`config.mk`:
```
export PLATFORM = sky130hd
export DESIGN_NAME = txdesc_walker
export DESIGN_NICKNAME = d
export VERILOG_FILES = /design/src/rtl/txdesc_walker.sv
export SDC_FILE = /design/constraint.sdc
export NUM_CORES = 1
export LEC_CHECK = 0
export CAP_MARGIN = 25
export CORE_MARGIN = 5
export CORE_UTILIZATION = 44
export DETAILED_ROUTE_END_ITERATION = 8
export GPL_ROUTABILITY_DRIVEN = 0
export GPL_TIMING_DRIVEN = 0
export PLACE_DENSITY = 0.84
export SYNTH_ARGS = -nofsm -noshare
export SYNTH_HDL_FRONTEND = slang
export SYNTH_SLANG_ARGS = --single-unit
```
`constraint.sdc`:
```
create_clock -name clk -period 2.31 [get_ports clk]
set_clock_uncertainty 0.2 [all_clocks]
set_input_delay 0.462 -clock clk [delete_from_list [all_inputs] [get_ports clk]]
set_output_delay 0.462 -clock clk [all_outputs]
set_load 0.02 [all_outputs]
```
`src/rtl/txdesc_walker.sv`:
```
module txdesc_walker #(
  parameter int AW = 32,
  parameter logic [AW-1:0] RING_BASE = 'h1000
) (
  input  logic          clk,
  input  logic          rst_n,
  input  logic          start,
  output logic          mem_req,
  output logic          mem_we,
  output logic [AW-1:0] mem_addr,
  output logic [31:0]   mem_wdata,
  input  logic [31:0]   mem_rdata,
  input  logic          mem_ack,
  output logic          frag_valid,
  input  logic          frag_ready,
  output logic [AW-1:0] frag_addr,
  output logic [13:0]   frag_len,
  output logic          frag_eop,
  input  logic [13:0]   pkt_status,
  output logic          pkt_done,
  output logic          idle,
  output logic          err
);
  localparam int LEN_W  = 14;
  localparam int B_LAST = 15;
  localparam int B_WRAP = 30;
  localparam int B_OWN  = 31;

  typedef enum logic [2:0] {S_IDLE, S_CTRL, S_ADDR, S_SEND, S_WB} st_t;
  st_t st;

  logic [AW-1:0]    cur, first, baddr;
  logic [LEN_W-1:0] c_len, f_len;
  logic             c_last, c_wrap, f_last, f_wrap;
  logic             head, pend, halted, err_q, done_q;

  wire              ack  = mem_req & mem_ack;
  wire [AW-1:0]     nxt  = c_wrap ? RING_BASE : cur + AW'(8);
  wire [LEN_W-1:0]  r_len = mem_rdata[LEN_W-1:0];
  wire              r_own = mem_rdata[B_OWN];
  wire              r_last = mem_rdata[B_LAST];
  wire              r_wrap = mem_rdata[B_WRAP];
  wire              unused_bits = ^{mem_rdata[29:16], mem_rdata[14]};

  assign mem_req    = (st == S_CTRL) | (st == S_ADDR) | (st == S_WB);
  assign mem_we     = (st == S_WB);
  assign mem_addr   = (st == S_WB) ? first + AW'(4) : (st == S_CTRL) ? cur + AW'(4) : cur;
  assign mem_wdata  = {1'b1, f_wrap, pkt_status, f_last, 1'b0, f_len};
  assign frag_valid = (st == S_SEND);
  assign frag_addr  = baddr;
  assign frag_len   = c_len;
  assign frag_eop   = c_last;
  assign pkt_done   = done_q;
  assign idle       = halted;
  assign err        = err_q;

  always_ff @(posedge clk or negedge rst_n) begin
    if (!rst_n) begin
      st <= S_IDLE;
      cur <= RING_BASE;
      first <= RING_BASE;
      baddr <= '0;
      c_len <= '0; c_last <= 1'b0; c_wrap <= 1'b0;
      f_len <= '0; f_last <= 1'b0; f_wrap <= 1'b0;
      head <= 1'b1;
      pend <= 1'b0;
      halted <= 1'b0;
      err_q <= 1'b0;
      done_q <= 1'b0;
    end else begin
      done_q <= 1'b0;
      if (start && st != S_IDLE) pend <= 1'b1;
      case (st)
        S_IDLE: if (start && !err_q) begin
          st <= S_CTRL;
          halted <= 1'b0;
          head <= 1'b1;
        end
        S_CTRL: if (ack) begin
          c_len <= r_len; c_last <= r_last; c_wrap <= r_wrap;
          if (head && r_own) begin
            if (pend || start) pend <= pend & start;
            else begin
              st <= S_IDLE;
              halted <= 1'b1;
            end
          end else if (r_len == '0 || (r_wrap && !r_last)) begin
            err_q <= 1'b1;
            pend <= 1'b0;
            st <= S_IDLE;
          end else begin
            st <= S_ADDR;
            if (head) begin
              first <= cur;
              f_len <= r_len; f_last <= r_last; f_wrap <= r_wrap;
            end
          end
        end
        S_ADDR: if (ack) begin
          baddr <= mem_rdata[AW-1:0];
          st <= S_SEND;
        end
        S_SEND: if (frag_ready) begin
          cur <= nxt;
          head <= c_last;
          st <= c_last ? S_WB : S_CTRL;
        end
        S_WB: if (ack) begin
          done_q <= 1'b1;
          st <= S_CTRL;
        end
        default: st <= S_IDLE;
      endcase
    end
  end
endmodule


```
### After elaboration in Yosys (flattened, before gate mapping)

Cells that the tools add are included.

* logic and storage cells: 86
* bits of input ports: 51
* bits in registers: 136
* output and inout port bits: 117

* bitwise operators: 6
* equal/unequal tests: 12
* reduce and logical (&&, ||, !) cells: 21
* mux-type cells: 29
* add/subtract/negate cells: 3

Operators by type and width (number)
* 32-bit two-way mux: 3
* 32-bit by 3-bit adder with 32-bit output, second input constant: 2
* 32-bit by 4-bit adder with 32-bit output, second input constant: 1
* 3-bit two-way mux: 8
* 3-bit one-hot mux with 5 select lines: 1
* 14-bit logical NOT: 1
* 1-bit two-way mux: 14
* 5-bit AND reduction: 2
* 2-bit != test, second input constant: 4
* 3-bit by 2-bit equality test with 1-bit output, second input constant: 2
* 2-bit by 1-bit != test with 1-bit output, second input constant: 3
* 2-bit AND reduction: 3
* 6-bit AND reduction: 1
* 1-bit logical AND: 4
* 1-bit one-hot mux with 2 select lines: 2
* 4-bit AND reduction: 1
* 2-bit nonzero test: 2
* 3-bit by 1-bit equality test with 1-bit output, second input constant: 1
* 3-bit equality test, second input constant: 1
* 3-bit logical NOT: 1
* 3-bit != test, second input constant: 1
* 3-bit AND reduction: 1
* 3-bit nonzero test: 1
* 1-bit bitwise AND: 2
* other kinds (5): 9

### Longest topological paths before layout

Gate-level depths: netlist of the first run.

* depth after elaboration: 7
* gate-level depth with buffers: 7
* depth with buffers taken out: 5

### Worst setup path before layout of the first run

OpenSTA, ideal clock, no wires.

* kind: reg-to-output
* from: register st[0]
* to: output port mem_addr[29]
* stages on the path, launching flop included: 5
* buffers on the path: 2
* path slack: -0.130 ns
* data required time: 1.648 ns
* arrival: 1.778 ns
* cell sequence: dfrtp_1 > buf_2 > nor3_1 > buf_2 > mux2_2

* elaborated cells on any way between the ends: 4
* classes of those cells: eq/ne (2); mux (2)

RTL lines
* start, declared: RTL line 30 `st_t st;`
* start signal, assigned: RTL line 106 `st <= c_last ? S_WB : S_CTRL;`
* 3-bit equality test
* via mem_we: RTL line 9 `output logic mem_we,`
* 32-bit two-way mux: RTL line 47 `assign mem_addr = (st == S_WB) ? first + AW'(4) : (st == S_CTRL) ? cur + AW'(4) : cur;`
* end, declared: RTL line 10 `output logic [AW-1:0] mem_addr,`

The timed path passes the listed nets, and every way through them passes these cells.

### Final worst setup path of the first run

* from: register st[2]
* to: output port mem_addr[26]

* cells in the longest elaborated chain, start to end: 3
* elaborated cells on any way between the ends: 4
* classes of those cells: eq/ne (2); mux (2)

Ends and longest elaborated chain (RTL line)
* 3-bit by 1-bit equality test with 1-bit output: 47
* 32-bit two-way mux: 47
* 32-bit two-way mux (*): 47

Mark *: on every way between the ends. The rest lies on a longest branch, timed or not.

==> key figures, run 1 <==
Final layout
  • Nets: 763
  • Area growth from synthesis to layout: 50.5%
  • Fillers: 983
  • Most frequent cells in the layout: dfrtp_1 (124), clkdlybuf4s50_1 (115), mux2_2 (92)
  • Core Util, Final: 0.671
  • Seq. cell area: 3260 µm²
  • Final cell count without fillers: 903
  • Finished Cell Area: 9240 µm²
  • Antenna cells: 0
  • Share of cells above drive strength 1: 0.422
  • Area of the multi-input gates: 2870 µm²
  • Commonest non-fill, non-tap cell in the layout: dfrtp_1

Global route
  • GRT Resource Usage Total: 0.216
  • Largest net degree at the start of global routing: 90
  • Antenna violations before repair: 0
  • Vias in the first global route: 5,249
  • First-pass GRT wire length: 27.8 mm
  • Total grt overflow: 0

Yosys
  • Sequential cell area fraction in the yosys report: 0.530
  • Post-synthesis xor/xnor area fraction: 0.00428
  • Synth warn: 0
  • Synth Area per Inst: 12.0 µm²
  • Ys flop type: dfrtp_1
  • Mapped Cells: 510
  • Largest family of logic cells by synthesized area: multiplexers
  • Top cell type's share of synthesized area: 0.517
  • Number of synthesized register bits: 130
  • Cell Area, Synth: 6140 µm²
  • Compound-gate portion of the synthesized area: 0.0752
  • Number of synthesized flops with an enable pin: 0
  • Top post-synthesis cells by area: dfrtp_1 (52%), mux2_2 (22%), buf_4 (2.4%)
  • Share of flip-flops with an asynchronous set or reset: 1.00
  • Adder-Cell Fraction of Synth Area: 0.00367
  • Simple-gate share of the synthesized area: 0.113
  • Multiplexer area fraction after synthesis: 0.220
  • Yosys top cell by area: dfrtp_1
  • Synth unique cells: 53

Routing
  • DRC errors left: 0
  • First DRT Iteration DRCs: 270
  • First-pass DRT Iterations: 5
  • Routed vias/inst: 5.48
  • Vias: 4,946
  • Final wirelength: 17.4 mm
  • Post-DR wirelength/cell: 19.3 µm
  • DRT antenna net count: 0

Clock tree
  • Worst skew pair latency: 420 ps
  • CTS Buf Count: 17
  • Clock Sinks: 130
  • Clock tree buffer depth: 2
  • Root Driver: clkbuf_16
  • Clock-pin slew on the worst setup and hold paths: 60 ps
  • H-tree depth: 4
  • CTS tree: yes

Setup path
  • Crit-path max FO: 5
  • CP most frequent cell: buf_6
  • Crit-path slowest cell: dfrtp_1
  • Startpoint Class: flop
  • Worst path cell trace: inv_2, nor3_4, buf_6, buf_6, buf_8, mux2_4, buf_6
  • Max incr delay on CP: 390 ps
  • Nature of the critical path endpoint: output pin
  • Kind of critical path: reg -> out
  • Worst EP required: 1650 ps
  • Worst EP arrival: 1930 ps

Timing
  • Final WS setup: -284 ps
  • Final hold slack: 307 ps
  • RSZ-0062 raised after global routing: yes
  • TNS Setup: -6650 ps
  • Max Fclk: 385 MHz
  • Slew Limit Fails: 0
  • Final setup viols: 31
  • Final Hold Viols: 0
  • Tmin final: 2590 ps
  • Period utilisation layout: 1.12

Floorplan
  • Core Area: 13,800 µm²
  • I/O Pins: 168
  • FP Rows: 43
  • Initial core utilization: 0.446
  • Die Ht: 128 µm
  • DIE WIDTH: 128 µm
  • Die footprint: 16,400 µm²

Placed design
  • HPWL Detailed: 11.6 mm
  • Dpl cell area: 7900 µm²
  • Inst Count DP: 842
  • IO buf count: 149

Run status
  • Failing checks: negative setup slack
  • Outcome: finished, violations left

Pwr
  • Leakage: 4.01 nW
  • PD cells: 1150 nW/µm²
  • Peak VDD IR: 0.873 mV

Run
  • Max Cap Viol: 0

Hold path
  • Hold WC Path Type: reg -> reg
-- logic make-up after synthesis --
kind of cell | count (synthesis)
AND/OR/NAND/NOR | 121
other | 2
buffers and inverters | 56
adder cells (fa/ha/maj) | 2
AO/OA/AOI/OAI | 76
multiplexers | 120
XOR/XNOR | 3
flip-flops | 130
-- per-stage QoR --
step	setup slack, ps	power [mW]
after floorplan	55.9	5.55
after global placement	-4300	7.32
after detailed placement	-956	7.50
after CTS	-279	10.5
after global routing	-359	11.1
final	-284	10.6
-- cell type report --
type,instances,share of cell area
clock buffers,22,0.0513
repair buffers,183,0.205
plain buffers,45,0.0414
well taps,180,0.0244
inverters,8,0.00325
multi-input cells,326,0.311
flip-flops and latches,130,0.353
clock inverters,9,0.0115
-- synth_stat cells, drive strengths merged, types with 2 or more instances --
library cell  count
dfrtp           127
mux2            118
buf              37
nand2            34
o21ai            26
a21oi            22
nand4            12
or4              12
clkbuf           11
nor2             11
o31ai             9
inv               8
nand3             8
or3               8
nand2b            6
nor4              6
and2              5
and4              4
nor3              4
a22o              3
and3              3
dfstp             3
o21a              3
a31oi             2
conb              2
mux2i             2
nor2b             2
o2111ai           2
o211ai            2
xnor2             2
-- power breakdown --
| group | switching (mW) | internal [mW] |
|---|---|---|
| clock | 0.979 | 1.66 |
| sequential | 0.482 | 3.00 |
| combinational | 2.15 | 2.34 |
-- critical path: cells and delay by family (launching register included) --
family	cells	cell delay, ps
flops	1	390
buf+inv	5	580
simple gates	1	230
mux	1	310
-- path summary, 6_finish.rpt --
path | start | end | slack [ps] | depth (start not counted)
worst max-delay path | st[2]$_DFFE_PN0P_ | mem_addr[26] | -280 | 7
max in group asynchronous | rst_n | first[12]$_DFFE_PN1P_ | 780 | 3
worst max register to register | st[1]$_DFFE_PN0P_ | cur[28]$_DFFE_PN0P_ | -10 | 9
worst min register to register | frag_addr[24]$_DFFE_PN0P_ | frag_addr[24]$_DFFE_PN0P_ | 310 | 1
worst min-delay path | frag_addr[24]$_DFFE_PN0P_ | frag_addr[24]$_DFFE_PN0P_ | 310 | 1
min in group asynchronous | rst_n | frag_addr[18]$_DFFE_PN0P_ | 330 | 2
-- timing repair --
action                                 in CTS  in global routing
setup buffers                              23                  7
gates resized for setup                   277                 53
setup endpoints to repair                  82                129
hold buffers                                1                  0
gates cloned                                2                  0
endpoints found under the hold margin      41                  0
pin swaps                                   7                 13
-- layer usage --
layer  GRT usage  vias to the layer above  part of all wire
li1            -                     2239                 -
met1       0.245                     2470              0.38
met2       0.362                      213              0.50
met3       0.103                       24              0.11
met4      0.0618                        0             0.014
met5           0                        -                 0
-- flip-flops by register name, indices dropped and copies added, names as in the netlist, 3 cells and up --
name,count
st,3
first,29
cur,29
frag_len,14
f_len,14
frag_addr,32
Note: power is estimated with default switching activity, not from simulation.
==> inputs of run 2 (changes only) <==
CORE_MARGIN = not set   (was 5)
==> key figures, run 2 (synthesis results as in run 1) <==
Run status
  • Outcome: finished, violations left
  • Failing checks: negative setup slack

Floorplan
  • Core Area: 13,500 µm²
  • I/O Pins: 168
  • Initial core utilization: 0.457
  • Die Ht: 120 µm
  • FP Rows: 42
  • Die footprint: 14,400 µm²
  • DIE WIDTH: 120 µm

Timing
  • Slew margin rel.: 0.628
  • RSZ-0062 raised after global routing: yes
  • Max Fclk: 392 MHz
  • Slew Limit Fails: 0
  • Final WS setup: -238 ps
  • Tmin final: 2550 ps
  • Slew @ Worst Pin: 558 ps
  • Final Hold Viols: 0
  • Final setup viols: 35
  • Period utilisation layout: 1.10

Routing
  • Post-DR wirelength/cell: 20.2 µm
  • Vias: 5,136
  • First DRT Iteration DRCs: 224
  • Routed vias/inst: 5.68
  • First-pass DRT Iterations: 5
  • DRC errors left: 0
  • DRT antenna net count: 0
  • Final wirelength: 18.3 mm

Final layout
  • Finished Cell Area: 9350 µm²
  • Commonest non-fill, non-tap cell in the layout: dfrtp_1
  • Most frequent cells in the layout: dfrtp_1 (119), clkdlybuf4s50_1 (109), mux2_2 (92)
  • Share of cells above drive strength 1: 0.428
  • Fillers: 880
  • Max reg flops: 32
  • Area growth from synthesis to layout: 52.2%
  • Nets: 768
  • Antenna cells: 0

Pwr
  • Leakage: 4.14 nW
  • Peak VDD IR: 1.03 mV
  • PD cells: 1150 nW/µm²

Clock tree
  • Clock-pin slew on the worst setup and hold paths: 60 ps
  • CTS tree: yes
  • Clock tree buffer depth: 2
  • CTS Buf Count: 17
  • Worst skew pair latency: 430 ps
  • Root Driver: clkbuf_16
  • Clock Sinks: 130
  • H-tree depth: 4

Global route
  • Largest net degree at the start of global routing: 99
  • Total grt overflow: 0
  • GRT Resource Usage Total: 0.247
  • First-pass GRT wire length: 27.0 mm
  • Vias in the first global route: 5,231
  • Antenna violations before repair: 0

Setup path
  • Worst EP arrival: 1890 ps
  • Worst EP required: 1650 ps
  • Nature of the critical path endpoint: output pin
  • Crit-path max FO: 5
  • Startpoint Class: flop
  • Kind of critical path: reg -> out

Placed design
  • IO buf count: 149
  • Setup WS pre-CTS: -957 ps
  • Dpl cell area: 7900 µm²
  • HPWL Detailed: 11.0 mm

Run
  • Max Cap Viol: 0

Hold path
  • Hold WC Path Type: in -> reg
==> run 2: changes by cell type in the layout (fill, tap and decap cells not counted), sizes merged <==
cell | previous run | this run
clkbuf | 34 | 32
dlymetal6s2s | 0 | 6
inv | 8 | 11
clkinv | 4 | 7
buf | 100 | 103
clkinvlp | 3 | 2
clkdlybuf4s50 | 115 | 109
==> run 2: path summary, 6_finish.rpt <==
| path | start | end | slack, ps | cells past startpoint |
|---|---|---|---|---|
| setup / recovery | st[0]$_DFFE_PN0P_ | mem_addr[6] | -240 | 5 |
| hold / removal | mem_rdata[10] | f_len[10]$_DFFE_PN0P_ | 230 | 2 |
| setup reg to reg | st[2]$_DFFE_PN0P_ | cur[28]$_DFFE_PN0P_ | -40 | 8 |
| hold reg to reg | first[8]$_DFFE_PN0P_ | first[8]$_DFFE_PN0P_ | 300 | 1 |
| max in group asynchronous | rst_n | first[12]$_DFFE_PN1P_ | 810 | 3 |
| min in group asynchronous | rst_n | frag_addr[16]$_DFFE_PN0P_ | 290 | 2 |
==> run 2: worst max-delay path, stage by stage (launching register included) <==
cell and delay (ps):
dfrtp_2 430, nor3_4 220, buf_6 200, clkbuf_16 170
mux2_4 300, buf_6 130
==> run 2: layer usage <==
layer  GRT usage  part of all wire  wire length, µm  vias up
li1            -                 -                -     2249
met1       0.278              0.37             6750     2529
met2       0.406              0.50             9170      300
met3       0.113              0.10             1850       58
met4      0.0953             0.030              541        0
met5           0                 0                0        -
==> run 2: final cells by class <==
cell class	instances	area, µm²	share of cell area
Sequential cell	130	3270	0.349
Multi-Input combinational cell	326	2860	0.306
Timing Repair Buffer	187	1970	0.211
Clock buffer	18	439	0.0470
Buffer	46	409	0.0438
Tap cell	176	220	0.0236
Clock inverter	14	155	0.0166
Inverter	8	30.0	0.00321
==> run 2: report_power, final <==
part	switching [mW]	internal, mW
registers	0.495	3.00
clock network	1.08	1.63
logic	2.17	2.35
==> run 2: per-stage QoR <==
| step | setup TNS (ps) | instances | utilization | power, mW | hold WS (ps) |
|---|---|---|---|---|---|
| after floorplan | 0 | 512 | - | 5.55 | -33.6 |
| after global placement | -633710 | 837 | 0.585 | 7.29 | 281 |
| after detailed placement | -77160 | 838 | 0.587 | 7.45 | 165 |
| after CTS | -6100 | 893 | 0.667 | 10.5 | 293 |
| after global routing | -7830 | 905 | 0.695 | 11.1 | 210 |
| final | -5430 | 905 | 0.695 | 10.7 | 229 |
==> run 2: timing repair <==
action / 4_1_cts / 5_1_grt
resized for setup: 259 / 75
hold endpoints to repair: 32 / 0
pin swaps: 6 / 15
buffers inserted: 20 / 12
setup endpoints to repair: 93 / 126
gates cloned: 2 / 5
hold buffers: 1 / 0
==> inputs of run 3 (changes only) <==
MAX_ROUTING_LAYER = met4   (was not set)
TNS_END_PERCENT = 20   (was not set)
==> key figures, run 3 (synthesis results as in run 1) <==
Run status
  • Outcome: finished, violations left
  • Failing checks: negative setup slack

Placed design
  • Setup WS pre-CTS: -957 ps
  • Dpl cell area: 7900 µm²
  • HPWL Detailed: 11.0 mm
  • IO buf count: 149
  • Inst Count DP: 838

Timing
  • Final Hold Viols: 0
  • RSZ-0062 raised after global routing: yes
  • Slew Limit Fails: 0
  • Slew @ Worst Pin: 524 ps
  • TNS Setup: -7150 ps
  • Period utilisation layout: 1.12
  • Final setup viols: 37
  • Slew margin rel.: 0.650
  • Tmin final: 2600 ps
  • Final WS setup: -286 ps
  • Max Fclk: 385 MHz

Floorplan
  • DIE WIDTH: 120 µm
  • Die footprint: 14,400 µm²
  • Die Ht: 120 µm
  • I/O Pins: 168
  • Initial core utilization: 0.457
  • FP Rows: 42
  • Core Area: 13,500 µm²

Clock tree
  • H-tree depth: 4
  • Clock Sinks: 130
  • CTS Buf Count: 17
  • Root Driver: clkbuf_16
  • Clock tree buffer depth: 2
  • CTS tree: yes
  • Worst skew pair latency: 430 ps
  • Clock-pin slew on the worst setup and hold paths: 60 ps

Global route
  • Vias in the first global route: 5,163
  • First-pass GRT wire length: 26.4 mm
  • Total grt overflow: 0
  • Largest net degree at the start of global routing: 99
  • GRT Resource Usage Total: 0.248
  • Antenna violations before repair: 0

Hold path
  • Hold WC Path Type: in -> reg
  • Hold EP: f_len[10]$_DFFE_PN0P_
  • Hold Path Cell Cnt: 2
  • Hold path startpoint: mem_rdata[10]

Setup path
  • Kind of critical path: reg -> out
  • RR Startpoint: st[2]$_DFFE_PN0P_
  • Nature of the critical path endpoint: output pin
  • Startpoint Class: flop
  • Crit-path max FO: 5
  • Worst EP arrival: 1930 ps
  • R2R cell count: 8
  • Worst EP required: 1650 ps
  • R2r setup slk: -80 ps
  • Reg-to-reg endpoint: cur[28]$_DFFE_PN0P_

Final layout
  • Nets: 747
  • Final cell count without fillers: 884
  • Seq. cell area: 3260 µm²
  • Area of the multi-input gates: 2800 µm²
  • Antenna cells: 0
  • Fillers: 944
  • Max reg flops: 32
  • Core Util, Final: 0.673
  • Commonest non-fill, non-tap cell in the layout: dfrtp_1
  • Most frequent cells in the layout: dfrtp_1 (124), clkdlybuf4s50_1 (111), mux2_2 (92)
  • Area growth from synthesis to layout: 47.4%
  • Share of cells above drive strength 1: 0.388
  • Finished Cell Area: 9050 µm²

Routing
  • First DRT Iteration DRCs: 168
  • Vias: 4,901
  • DRC errors left: 0
  • First-pass DRT Iterations: 5
  • DRT antenna net count: 0
  • Post-DR wirelength/cell: 19.1 µm
  • Final wirelength: 16.9 mm
  • Routed vias/inst: 5.54

Pwr
  • PD cells: 1160 nW/µm²
  • Leakage: 3.96 nW
  • Peak VDD IR: 1.05 mV

Run
  • Max Cap Viol: 0
==> run 3: changes by cell type in the layout (fill, tap and decap cells not counted), moves of 3 or more <==
| cell | previous run | this run |
|---|---|---|
| dfrtp_2 | 8 | 3 |
| clkbuf_16 | 21 | 18 |
| nand2_1 | 31 | 34 |
| buf_4 | 42 | 24 |
| dfrtp_1 | 119 | 124 |
| o21ai_1 | 0 | 3 |
| or4_4 | 4 | 1 |
| or4_1 | 8 | 11 |
==> run 3: through the flow <==
step           total power [mW]  hold WS, ps
6_report                   10.5          216
5_1_grt                    10.9          214
4_1_cts                    10.4          293
3_5_place_dp               7.45          165
3_3_place_gp               7.29          281
2_1_floorplan              5.55        -33.6
==> run 3: layout make-up <==
class	instances	share of cell area
Sequential cell	130	0.360
Multi-Input combinational cell	326	0.309
Timing Repair Buffer	164	0.192
Clock buffer	18	0.0485
Buffer	48	0.0453
Tap cell	176	0.0243
Clock inverter	14	0.0171
Inverter	8	0.00332
==> run 3: worst max-delay path by stage <==
stage | start | end
6_report | st[0]$_DFFE_PN0P_ | mem_addr[6]
5_1_grt | st[0]$_DFFE_PN0P_ | mem_addr[6]
4_1_cts | st[1]$_DFFE_PN0P_ | mem_addr[15]
3_5_place_dp | mem_rdata[12] | f_len[11]$_DFFE_PN0P_
3_3_place_gp | rst_n | cur[10]$_DFFE_PN0P_
2_1_floorplan | st[0]$_DFFE_PN0P_ | mem_addr[29]
==> run 3: worst max-delay path: stages (launching register included) <==
cell	delay, ps
dfrtp_1	390
buf_6	130
nor3_4	190
buf_6	200
clkbuf_16	170
mux2_4	300
buf_6	130
==> run 3: report_power, final <==
part	leakage [nW]	total, mW	internal (mW)	switching, mW
logic	2.02	4.34	2.25	2.09
registers	1.66	3.47	2.99	0.471
clock network	0.287	2.70	1.63	1.07
total	3.96	10.5	6.88	3.63
==> run 3: layer usage <==
metal | wire [µm] | global-route usage | part of all wire
met1 | 6520 | 0.277 | 0.39
met2 | 8490 | 0.400 | 0.50
met3 | 1570 | 0.0984 | 0.093
met4 | 325 | 0.0906 | 0.019
met5 | 0 | - | 0
==> run 3: what timing repair did <==
item                                    CTS  global route
endpoints found under the setup margin   93           121
pin swaps                                 8             6
hold endpoints to repair                 32             0
gates cloned                              2             1
setup buffers                             9             1
hold buffers                              1             0
gates resized for setup                 230            73
